--- config.mk ---
export PLATFORM = sky130hd
export DESIGN_NAME = dll_cal_seq
export DESIGN_NICKNAME = d
export VERILOG_FILES = /design/src/rtl/dcs_pkg.sv /design/src/rtl/dcs_clkdiv.sv /design/src/rtl/dcs_interval.sv /design/src/rtl/dll_cal_seq.sv
export SDC_FILE = /design/constraint.sdc
export NUM_CORES = 1
export LEC_CHECK = 0
export BUFFER_PORTS_ARGS = -buffer_cell sky130_fd_sc_hd__buf_2
export CAP_MARGIN = 40
export CORE_MARGIN = 2
export CORE_UTILIZATION = 50
export DETAILED_ROUTE_END_ITERATION = 7
export PLACE_DENSITY = 0.76
export SLEW_MARGIN = 20
export SYNTH_ARGS = -nofsm -noshare
export SYNTH_HDL_FRONTEND = slang
export SYNTH_SLANG_ARGS = --single-unit
--- constraint.sdc ---
create_clock -name clk -period 3.1 [get_ports clk]
set_input_delay 0.93 -clock clk [delete_from_list [all_inputs] [get_ports clk]]
set_output_delay 0.93 -clock clk [all_outputs]
set_load 0.01 [all_outputs]
--- src/rtl/dcs_pkg.sv ---
package dcs_pkg;
  typedef enum logic [1:0] {
    ST_IDLE  = 2'd0,
    ST_LOCKW = 2'd1,
    ST_WARM  = 2'd2,
    ST_REQ   = 2'd3
  } cal_state_t;
endpackage

--- src/rtl/dcs_clkdiv.sv ---
module dcs_clkdiv #(
  parameter int DIV_W = 3
) (
  input  logic             clk,
  input  logic             rst_n,
  input  logic             en,
  input  logic [DIV_W-1:0] div,
  output logic             pulse
);
  logic [DIV_W-1:0] cnt_q;

  always_ff @(posedge clk or negedge rst_n) begin
    if (!rst_n)                 cnt_q <= '0;
    else if (!en || cnt_q >= div) cnt_q <= '0;
    else                        cnt_q <= cnt_q + 1'b1;
  end

  assign pulse = en && (cnt_q == div);


  strobe_gap_chk: assert property (@(posedge clk) disable iff (!rst_n)
    (pulse && div != '0) |=> (!pulse || div == '0));
endmodule

--- src/rtl/dcs_interval.sv ---
module dcs_interval #(
  parameter int W = 16
) (
  input  logic         clk,
  input  logic         rst_n,
  input  logic         run,
  input  logic         clr,
  input  logic [W-1:0] limit,
  output logic         hit
);
  localparam logic [W-1:0] ONE = {{(W-1){1'b0}}, 1'b1};
  logic [W-1:0] cnt_q;

  assign hit = run && (limit != '0) && (cnt_q == limit - ONE);

  always_ff @(posedge clk or negedge rst_n) begin
    if (!rst_n)                 cnt_q <= '0;
    else if (clr || !run || hit) cnt_q <= '0;
    else                        cnt_q <= cnt_q + ONE;
  end
endmodule

--- src/rtl/dll_cal_seq.sv ---
module dll_cal_seq
  import dcs_pkg::*;
#(
  parameter int DIV_W  = 3,
  parameter int WARM_W = 9,
  parameter int REF_W  = 32,
  parameter int TOUT_W = 16,
  parameter int CODE_W = 4
) (
  input  logic              clk,
  input  logic              rst_n,
  input  logic              cmd_dll_on,
  input  logic              cmd_dll_off,
  input  logic              cmd_start_cal,
  input  logic              cfg_keep_powered,
  input  logic [DIV_W-1:0]  cfg_clk_div,
  input  logic [WARM_W-1:0] cfg_warm_cycles,
  input  logic [REF_W-1:0]  cfg_refresh_period,
  input  logic              cfg_force_codes,
  input  logic [CODE_W-1:0] cfg_force_p,
  input  logic [CODE_W-1:0] cfg_force_n,
  input  logic [TOUT_W-1:0] cfg_timeout,
  input  logic              stat_rd,
  output logic              dll_enable,
  input  logic              dll_lock,
  output logic              cal_power,
  output logic              cal_clk_pulse,
  output logic              cal_req,
  input  logic              cal_ack,
  input  logic [CODE_W-1:0] cal_p_in,
  input  logic [CODE_W-1:0] cal_n_in,
  output logic [CODE_W-1:0] code_p,
  output logic [CODE_W-1:0] code_n,
  output logic              stat_locked,
  output logic              stat_cal_busy,
  output logic              stat_refresh_done,
  output logic              stat_timeout
);
  cal_state_t        state_q, state_d;
  logic [WARM_W-1:0] warm_q, warm_d;
  logic              dll_en_q, dll_en_d;
  logic              locked_q;
  logic              power_q, power_d;
  logic              calibrated_q, by_ref_q;
  logic              done_q, tout_q;
  logic [CODE_W-1:0] p_q, n_q;
  logic              ref_hit, t_exp, abort_c, cal_ok, waiting, ref_run;

  // loop enable: off wins
  always_comb begin
    dll_en_d = dll_en_q;
    if (cmd_dll_on)  dll_en_d = 1'b1;
    if (cmd_dll_off) dll_en_d = 1'b0;
  end

  assign waiting = (state_q == ST_LOCKW) || (state_q == ST_REQ);
  assign ref_run = (state_q == ST_IDLE) && calibrated_q && locked_q;

  dcs_interval #(.W(REF_W)) u_refresh (
    .clk(clk), .rst_n(rst_n), .run(ref_run), .clr(1'b0),
    .limit(cfg_refresh_period), .hit(ref_hit)
  );

  dcs_interval #(.W(TOUT_W)) u_watchdog (
    .clk(clk), .rst_n(rst_n), .run(waiting), .clr(state_q != state_d),
    .limit(cfg_timeout), .hit(t_exp)
  );

  dcs_clkdiv #(.DIV_W(DIV_W)) u_div (
    .clk(clk), .rst_n(rst_n), .en(power_q), .div(cfg_clk_div),
    .pulse(cal_clk_pulse)
  );

  // sequencer
  always_comb begin
    state_d = state_q;
    warm_d  = warm_q;
    abort_c = 1'b0;
    unique case (state_q)
      ST_IDLE: if (cmd_start_cal || ref_hit) state_d = ST_LOCKW;
      ST_LOCKW: begin
        if (locked_q) begin
          if (power_q) state_d = ST_REQ;
          else begin
            state_d = ST_WARM;
            warm_d  = cfg_warm_cycles;
          end
        end else if (t_exp) begin
          state_d = ST_IDLE;
          abort_c = 1'b1;
        end
      end
      ST_WARM: begin
        if (warm_q == '0) state_d = ST_REQ;
        else              warm_d  = warm_q - 1'b1;
      end
      ST_REQ: begin
        if (cal_ack) state_d = ST_IDLE;
        else if (t_exp) begin
          state_d = ST_IDLE;
          abort_c = 1'b1;
        end
      end
      default: state_d = ST_IDLE;
    endcase
    if (cmd_dll_off) state_d = ST_IDLE;
  end

  assign cal_ok = (state_q == ST_REQ) && cal_ack && !cmd_dll_off;

  always_comb begin
    power_d = power_q;
    if (cmd_dll_off)                 power_d = 1'b0;
    else if (state_d == ST_WARM)     power_d = 1'b1;
    else if (state_q != ST_IDLE && state_d == ST_IDLE && !cfg_keep_powered)
                                     power_d = 1'b0;
  end

  always_ff @(posedge clk or negedge rst_n) begin
    if (!rst_n) begin
      state_q      <= ST_IDLE;
      warm_q       <= '0;
      dll_en_q     <= 1'b0;
      locked_q     <= 1'b0;
      power_q      <= 1'b0;
      calibrated_q <= 1'b0;
      by_ref_q     <= 1'b0;
      done_q       <= 1'b0;
      tout_q       <= 1'b0;
      p_q          <= '0;
      n_q          <= '0;
    end else begin
      state_q  <= state_d;
      warm_q   <= warm_d;
      dll_en_q <= dll_en_d;
      locked_q <= dll_en_d && dll_lock;
      power_q  <= power_d;
      if (cmd_dll_off)  calibrated_q <= 1'b0;
      else if (cal_ok)  calibrated_q <= 1'b1;
      if (state_q == ST_IDLE && state_d == ST_LOCKW)
        by_ref_q <= ref_hit && !cmd_start_cal;
      if (cal_ok) begin
        p_q <= cal_p_in;
        n_q <= cal_n_in;
      end
      if (cal_ok && by_ref_q) done_q <= 1'b1;
      else if (stat_rd)       done_q <= 1'b0;
      if (abort_c)            tout_q <= 1'b1;
      else if (stat_rd)       tout_q <= 1'b0;
    end
  end

  assign dll_enable        = dll_en_q;
  assign stat_locked       = locked_q;
  assign cal_power         = power_q;
  assign cal_req           = (state_q == ST_REQ);
  assign stat_cal_busy     = (state_q != ST_IDLE);
  assign stat_refresh_done = done_q;
  assign stat_timeout      = tout_q;
  assign code_p            = cfg_force_codes ? cfg_force_p : p_q;
  assign code_n            = cfg_force_codes ? cfg_force_n : n_q;


  off_quiet_chk: assert property (@(posedge clk) disable iff (!rst_n)
    cmd_dll_off |=> (!dll_enable && !stat_locked && !cal_power && !stat_cal_busy));

  req_powered_chk: assert property (@(posedge clk) disable iff (!rst_n)
    cal_req |-> (cal_power && stat_cal_busy));

  refresh_done_chk: assert property (@(posedge clk) disable iff (!rst_n)
    $rose(stat_refresh_done) |-> $past(stat_cal_busy));

  timeout_idle_chk: assert property (@(posedge clk) disable iff (!rst_n)
    $rose(stat_timeout) |-> !stat_cal_busy);
endmodule

---- Word level (Yosys, flattened, before mapping) ----
Cells that the tools add are included.
cells by class
  mux-type cells .......................... 31
  reductions and logical operators ........ 39
  add/subtract/negate cells ............... 6
  order comparisons ....................... 1
  equal/unequal tests ..................... 12
operators by type and width
  kind                   count
  $add 32x1->32 const B  1
  $eq 32x32->1           1
  $mux 32                1
  $reduce_bool 32->1     1
  $sub 32x1->32 const B  1
  $mux 9                 3
  $pmux 9 s2             1
  $add 16x1->16 const B  1
  $eq 16x16->1           1
  $mux 16                1
  $reduce_bool 16->1     1
  $sub 16x1->16 const B  1
  $logic_and 1x1->1      15
  $mux 1                 14
  $mux 2                 6
  $reduce_bool 2->1      5
  $logic_not 9->1        1
  $sub 9x1->9 const B    1
  $mux 4                 2
  $pmux 2 s4             1
  $eq 2x2->1 const B     3
  $logic_not 1->1        6
  $logic_or 1x1->1       6
  $ne 2x2->1 const B     3
  10 further kinds       12
storage, ports and cells
  output and inout port bits .............. 16
  input bits .............................. 86
  bits in registers ....................... 77
  logic and storage cells ................. 103

---- Depth between registers and ports, before layout ----
  word-level depth ........................ 15
  depth in mapped cells ................... 13
  gate-level depth less buffers ........... 11

---- By module ----
From an unflattened synthesis, not the netlist that was laid out.
unflattened totals
  cells, all modules ...................... 707
  area, all modules ....................... 6169.7 um^2
modules (own cells, without submodules)
  module                     area an instance (um^2)  cells each  instances
  dcs_interval (u_refresh)   2897.8                   357         1
  dcs_interval (u_watchdog)  1587.8                   186         1
  dll_cal_seq                1460.2                   144         1
  dcs_clkdiv                 224.0                    20          1

---- Least setup slack after synthesis ----
OpenSTA, ideal clock, no wires.
  kind .................................... input-to-reg
  start ................................... input port cfg_refresh_period[9]
  end ..................................... register power_q, in the netlist cal_power
  path slack .............................. -0.477 ns
  stages on the path ...................... 9
  data arrival time ....................... 3.458 ns
  data required time ...................... 2.981 ns
  cells stage by stage .................... or4_4 > or4_4 > or3_1 > a221oi_2 > o2111ai_1 > a2111oi_2 > o2111ai_1 > nor3b_1 > o21a_1
on the way
  cells in the longest elaborated chain, start to end .. 11
  elaborated cells between the ends (all ways) .. 16
  classes of those cells .................. add/sub: 1; eq/ne: 2; mux: 5; reduce/logical: 8
ends and longest elaborated chain
  element                                              RTL line            source
  from (decl)                                          dll_cal_seq.sv:18   input logic [REF_W-1:0] cfg_refresh_period,
  $sub 32x1->32 or $reduce_bool 32->1 (tied branches)  dcs_interval.sv:14  assign hit = run && (limit != '0) && (cnt_q == limit - ONE);
  $eq 32x32->1 or $logic_and 1x1->1 (tied branches)    dcs_interval.sv:14
  $logic_and 1x1->1 *                                  dcs_interval.sv:14
  $logic_or 1x1->1 *                                   dll_cal_seq.sv:80   ST_IDLE: if (cmd_start_cal || ref_hit) state_d = ST_LOCKW;
  $mux 2 *                                             dll_cal_seq.sv:80
  $pmux 2 s4 *                                         dll_cal_seq.sv:79   unique case (state_q)
  $mux 2 *                                             dll_cal_seq.sv:106  if (cmd_dll_off) state_d = ST_IDLE;
  $logic_not 2->1                                      dll_cal_seq.sv:115  else if (state_q != ST_IDLE && state_d == ST_IDLE && !cfg_keep_powered)
  $logic_and 1x1->1 (2 in series)                      dll_cal_seq.sv:115
  $reduce_bool 3->1 (no source line)                   -
  to (signal assigned)                                 dll_cal_seq.sv:137  power_q <= power_d;
  to (decl)                                            dll_cal_seq.sv:43   logic power_q, power_d;
Mark *: on every way between the ends. The rest lies on a longest branch, timed or not.
A chain may end at the register's enable or synchronous reset.

---- Final worst setup path ----
  start ................................... input port cfg_refresh_period[9]
  end ..................................... register u_refresh.cnt_q[25]
on the way
  cells in the longest elaborated chain, start to end .. 5
  elaborated cells between the ends (all ways) .. 7
  classes of those cells .................. add/sub: 1; eq/ne: 1; mux: 1; reduce/logical: 4
ends and longest elaborated chain
  element                                              RTL line            source
  $sub 32x1->32 or $reduce_bool 32->1 (tied branches)  dcs_interval.sv:14
  $eq 32x32->1 or $logic_and 1x1->1 (tied branches)    dcs_interval.sv:14
  $logic_and 1x1->1 *                                  dcs_interval.sv:14
  $logic_or 1x1->1 *                                   dcs_interval.sv:18  else if (clr || !run || hit) cnt_q <= '0;
  $mux 32 *                                            dcs_interval.sv:18
  to (signal assigned)                                 dcs_interval.sv:19  else cnt_q <= cnt_q + ONE;
  to (decl)                                            dcs_interval.sv:12  logic [W-1:0] cnt_q;
Marks and branches as above.

==> flow_summary_export.csv <==
group,metric,value,unit
routing,antenna_left,0,
power_and_ir_drop,irDropWorstVdd,0.000294,V
critical_path,required,3.35,ns
floorplanning,io_pins,102,
cts,cts.path.max_buffers,2,
placement,gp_congestion,0.969,
global_routing,grt_pass1_wl,24.5,mm
floorplanning,rows,38,
power_and_ir_drop,p_leak,0.00312,uW
synth,synth_compound_area_share,10.7,%
critical_path,crit_path_start_kind,"input pin",
critical_path,end_kind,"flip-flop",
synth,synth.area.mux_share,4.35,%
sta,worstMarginPinSlew,0.615,ns
synth,synth_top_family_by_area,"simple AND/OR/NAND/NOR gates",
cts,root_buffer,"clkbuf_8",
critical_path,crit_slowest_cell,"or4_4",
critical_path,rr_worst_depth,11,
floorplanning,die_y,109,um
sta,rsz0062_at_grt,"yes",
cts,htreeDepth,3,
sta,fin_crit_sh,119,%
placement,post-place-ws,-1.05,ns
synth,syn_area_per_cell,8.63,um2
global_routing,grt_pass1_vias,5341,
synth,synth-edff-count,0,
routing,first_pass_iters,5,
critical_path,crit_arrival,3.94,ns
run_status,status,"finished, violations left",
synth,yosys.area_share.simple,27.4,%
final_layout,antenna_cells,0,
placement,port_buffers,101,
floorplanning,initial_core_util,51.2,%
cts,clk_latency,0.37,ns
routing,totalWireLength,15.1,mm
placement,dp_cells,937,
routing,drc_errors,0,
sta,fin_ws,-0.591,ns
final_layout,nets,910,
synth,synth-xor-area-share,16.6,%
power_and_ir_drop,powerDensity,336,nW/um2
synth,synth_cell_types,62,
synth,yosys_warnings,0,
synth,synth_adder_area_share,2.49,%
sta,finalSetupViolCount,35,
critical_path,slowest_delay,0.52,ns
critical_path,critPathKind,"in2reg",
routing,vias_per_cell,5.67,
sta,max_freq,271,MHz
final_layout,final-instance-count-excl-fill,957,
global_routing,globalRouteTotalUtil,26.1,%
flow_run,cap_violations,0,
critical_path,crit_chain,"buf_6, or4_4, or4_4, buf_4, nor4_2, mux2i_1, a21oi_1, a2111oi_2, o2111ai_2, nand2_2, buf_6, buf_12, nor2_4",
cts,cts_buffers,9,
global_routing,grt_max_degree,57,
critical_path,reg2reg_setup_slack,0.03,ns
global_routing,antenna_found_initial,1,
final_layout,layout-drive-gt1-share,32.8,%
run_status,violations,"setup timing",
sta,worst_hold_slack,0.450,ns
synth,synth_cells,640,
global_routing,overflow,0,
synth,ys_ff_latch,77,
critical_path,timing.rr.end,"u_refresh.cnt_q[25]",
routing,dr_total_vias,5428,
final_layout,fillers,831,
routing,wire_per_inst,15.8,um
sta,final_max_slew_viol_count,0,
cts,cts.reportedPaths.clkPinSlew,0.08,ns
critical_path,cp_max_fo,8,
cts,cts_tree,"built",
routing,drt_iter0_drc,289,
critical_path,reg2reg_from,"state_q[1]",
synth,synth_area,5520,um2
min_path,min_path_type,"in2async",
synth,ys_seq_area_share,34.9,%
sta,period_needed,3.69,ns
synth,synth_ff_type,"dfrtp_1",
final_layout,syn_to_final_growth,32.3,%
sta,fin_skew,0.0117,ns
synth,async_reset_ff_share,100,%
placement,hpwl,11.5,mm
cts,cts_sinks,77,
synth,synthesis.nets,737,
floorplanning,coreArea,10800,um2
sta,slew_headroom,58.0,%
sta,finalHoldViolCount,0,
floorplanning,die-area,11900,um2
floorplanning,die_w,109,um
## metal layers
metal / part of all wire, % / routed length [um] / vias to the layer above / GRT usage, %
li1: - / - / 2613 / -
met1: 41 / 6190 / 2606 / 31.9
met2: 50 / 7630 / 177 / 45.9
met3: 5.9 / 895 / 32 / 3.47
met4: 2.6 / 395 / 0 / 11.4
met5: 0 / 0 / - / 0
## report_power, final
| part | leakage, uW | total, uW | internal (uW) | switching (uW) |
|---|---|---|---|---|
| Clock | 0.000101 | 777 | 408 | 368 |
| Combinational | 0.00197 | 526 | 258 | 269 |
| Sequential | 0.00105 | 1150 | 1090 | 66.3 |
## cells in the mapped netlist (2+ instances only)
cell type / instances / share of area (%)
xnor2_1: 54 / 8.6
o41ai_1: 2 / 0.32
nor3_1: 26 / 2.4
and2_1: 5 / 0.57
a21oi_1: 18 / 1.6
o21ai_0: 14 / 1.3
and4_1: 6 / 0.95
nor4_1: 10 / 1.1
a211o_1: 3 / 0.48
a31oi_1: 7 / 0.79
or4_1: 5 / 0.68
clkbuf_1: 17 / 1.2
inv_1: 26 / 1.8
nand4_1: 13 / 1.5
nand3_1: 26 / 2.4
or3_1: 8 / 0.91
and3_1: 14 / 1.6
nor3b_1: 6 / 0.82
o211ai_1: 2 / 0.27
mux2_2: 16 / 3.3
a2111oi_0: 2 / 0.32
a41oi_1: 2 / 0.32
nor2_1: 102 / 6.9
nand2b_1: 2 / 0.23
mux2i_1: 6 / 1.1
o21a_1: 2 / 0.27
o2111ai_1: 2 / 0.32
nand2_1: 44 / 3.0
or2_2: 3 / 0.34
o22ai_1: 6 / 0.68
buf_4: 3 / 0.41
a32oi_1: 2 / 0.32
ha_1: 11 / 2.5
dfrtp_1: 77 / 35
a211oi_1: 5 / 0.68
a22o_1: 2 / 0.32
and4b_1: 3 / 0.54
nand3b_1: 6 / 0.82
nor4_2: 2 / 0.45
nand4b_1: 2 / 0.32
nor2b_1: 4 / 0.45
xor2_1: 51 / 8.1
or4_4: 3 / 0.61
a2111oi_2: 2 / 0.54
## cells in the final DEF, fill, tap and decap left out, types with 6 or more instances in the layout
| cell type | n |
|---|---|
| nand4_1 | 13 |
| nand3_1 | 26 |
| or3_1 | 7 |
| clkbuf_8 | 11 |
| buf_4 | 75 |
| xnor2_1 | 54 |
| a21oi_1 | 17 |
| nor2_1 | 71 |
| and3_1 | 14 |
| nor2_2 | 7 |
| o22ai_1 | 6 |
| buf_2 | 98 |
| and4_1 | 6 |
| inv_1 | 26 |
| dfrtp_1 | 77 |
| ha_1 | 11 |
| mux2i_1 | 6 |
| nor2_4 | 24 |
| mux2_2 | 16 |
| nand2_1 | 43 |
| nor4_1 | 9 |
| xor2_1 | 51 |
| nand3b_1 | 6 |
| nor3_1 | 25 |
| a31oi_1 | 7 |
| o21ai_0 | 13 |
## final cells by class
type / instances / area, um2 / area share [%]
tap: 140 / 175 / 2.40
timing repair buffer: 183 / 1250 / 17.1
inverter: 26 / 97.6 / 1.33
clock inverter: 4 / 47.5 / 0.650
clock buffer: 11 / 151 / 2.07
multi-input combinational: 516 / 3660 / 50.1
sequential: 77 / 1930 / 26.4
## registers in the layout (all words and copies together), names as in the netlist
| register | count |
|---|---|
| by_ref_q | 1 |
| u_div.cnt_q | 3 |
| stat_refresh_done | 1 |
| p_q | 4 |
| stat_timeout | 1 |
| stat_locked | 1 |
| cal_power | 1 |
| warm_q | 9 |
| n_q | 4 |
| u_refresh.cnt_q | 32 |
| dll_enable | 1 |
| calibrated_q | 1 |
| u_watchdog.cnt_q | 16 |
| state_q | 2 |
## through the flow
stage                     total power (uW)  area, um2  util [%]  TNS (ns)
after floorplan                       1430       5540         -    -15.76
final                                 2460       7310      67.7    -19.74
after CTS                             2470       7220      66.9    -18.23
after detailed placement              1690       6740      62.5    -36.49
after global routing                  2580       7310      67.7    -22.06
after global placement                1660       6720      62.2    -28.37
## kinds of logic (layout without fill, tap and decap cells)
kind of cell | count (synthesis) | after routing
xor+xnor | 105 | 105
simple gates | 294 | 294
flops | 77 | 77
mux | 22 | 22
fa+ha+maj | 11 | 11
buf+inv | 47 | 224
compound gates | 84 | 84
## timing repair
item | CTS | global route
pin swaps | 21 | 13
hold endpoints to repair | 0 | 0
buffers inserted | 2 | 0
resized for setup | 46 | 24
hold buffers | 0 | 0
cloned | 3 | 0
setup endpoints to repair | 35 | 35
## worst max-delay path: cells and delay by family
family / cells / cell delay, ns
AO/OA/AOI/OAI: 3 / 0.65
AND/OR/NAND/NOR: 5 / 1.54
buffers and inverters: 4 / 0.56
multiplexers: 1 / 0.23
## how the worst max path moves through the flow
stage,cells after the start,end,slack [ns],start
2_1_floorplan,9,cal_power,-0.47,cfg_refresh_period[9]
3_3_place_gp,11,by_ref_q,-0.83,cfg_refresh_period[9]
3_5_place_dp,11,by_ref_q,-1.05,cfg_refresh_period[9]
4_1_cts,11,by_ref_q,-0.58,cfg_refresh_period[9]
5_1_grt,12,u_refresh.cnt_q[31],-0.66,cfg_refresh_period[9]
6_report,13,u_refresh.cnt_q[25],-0.59,cfg_refresh_period[9]
No activity file was read; power rests on OpenSTA's default activity.
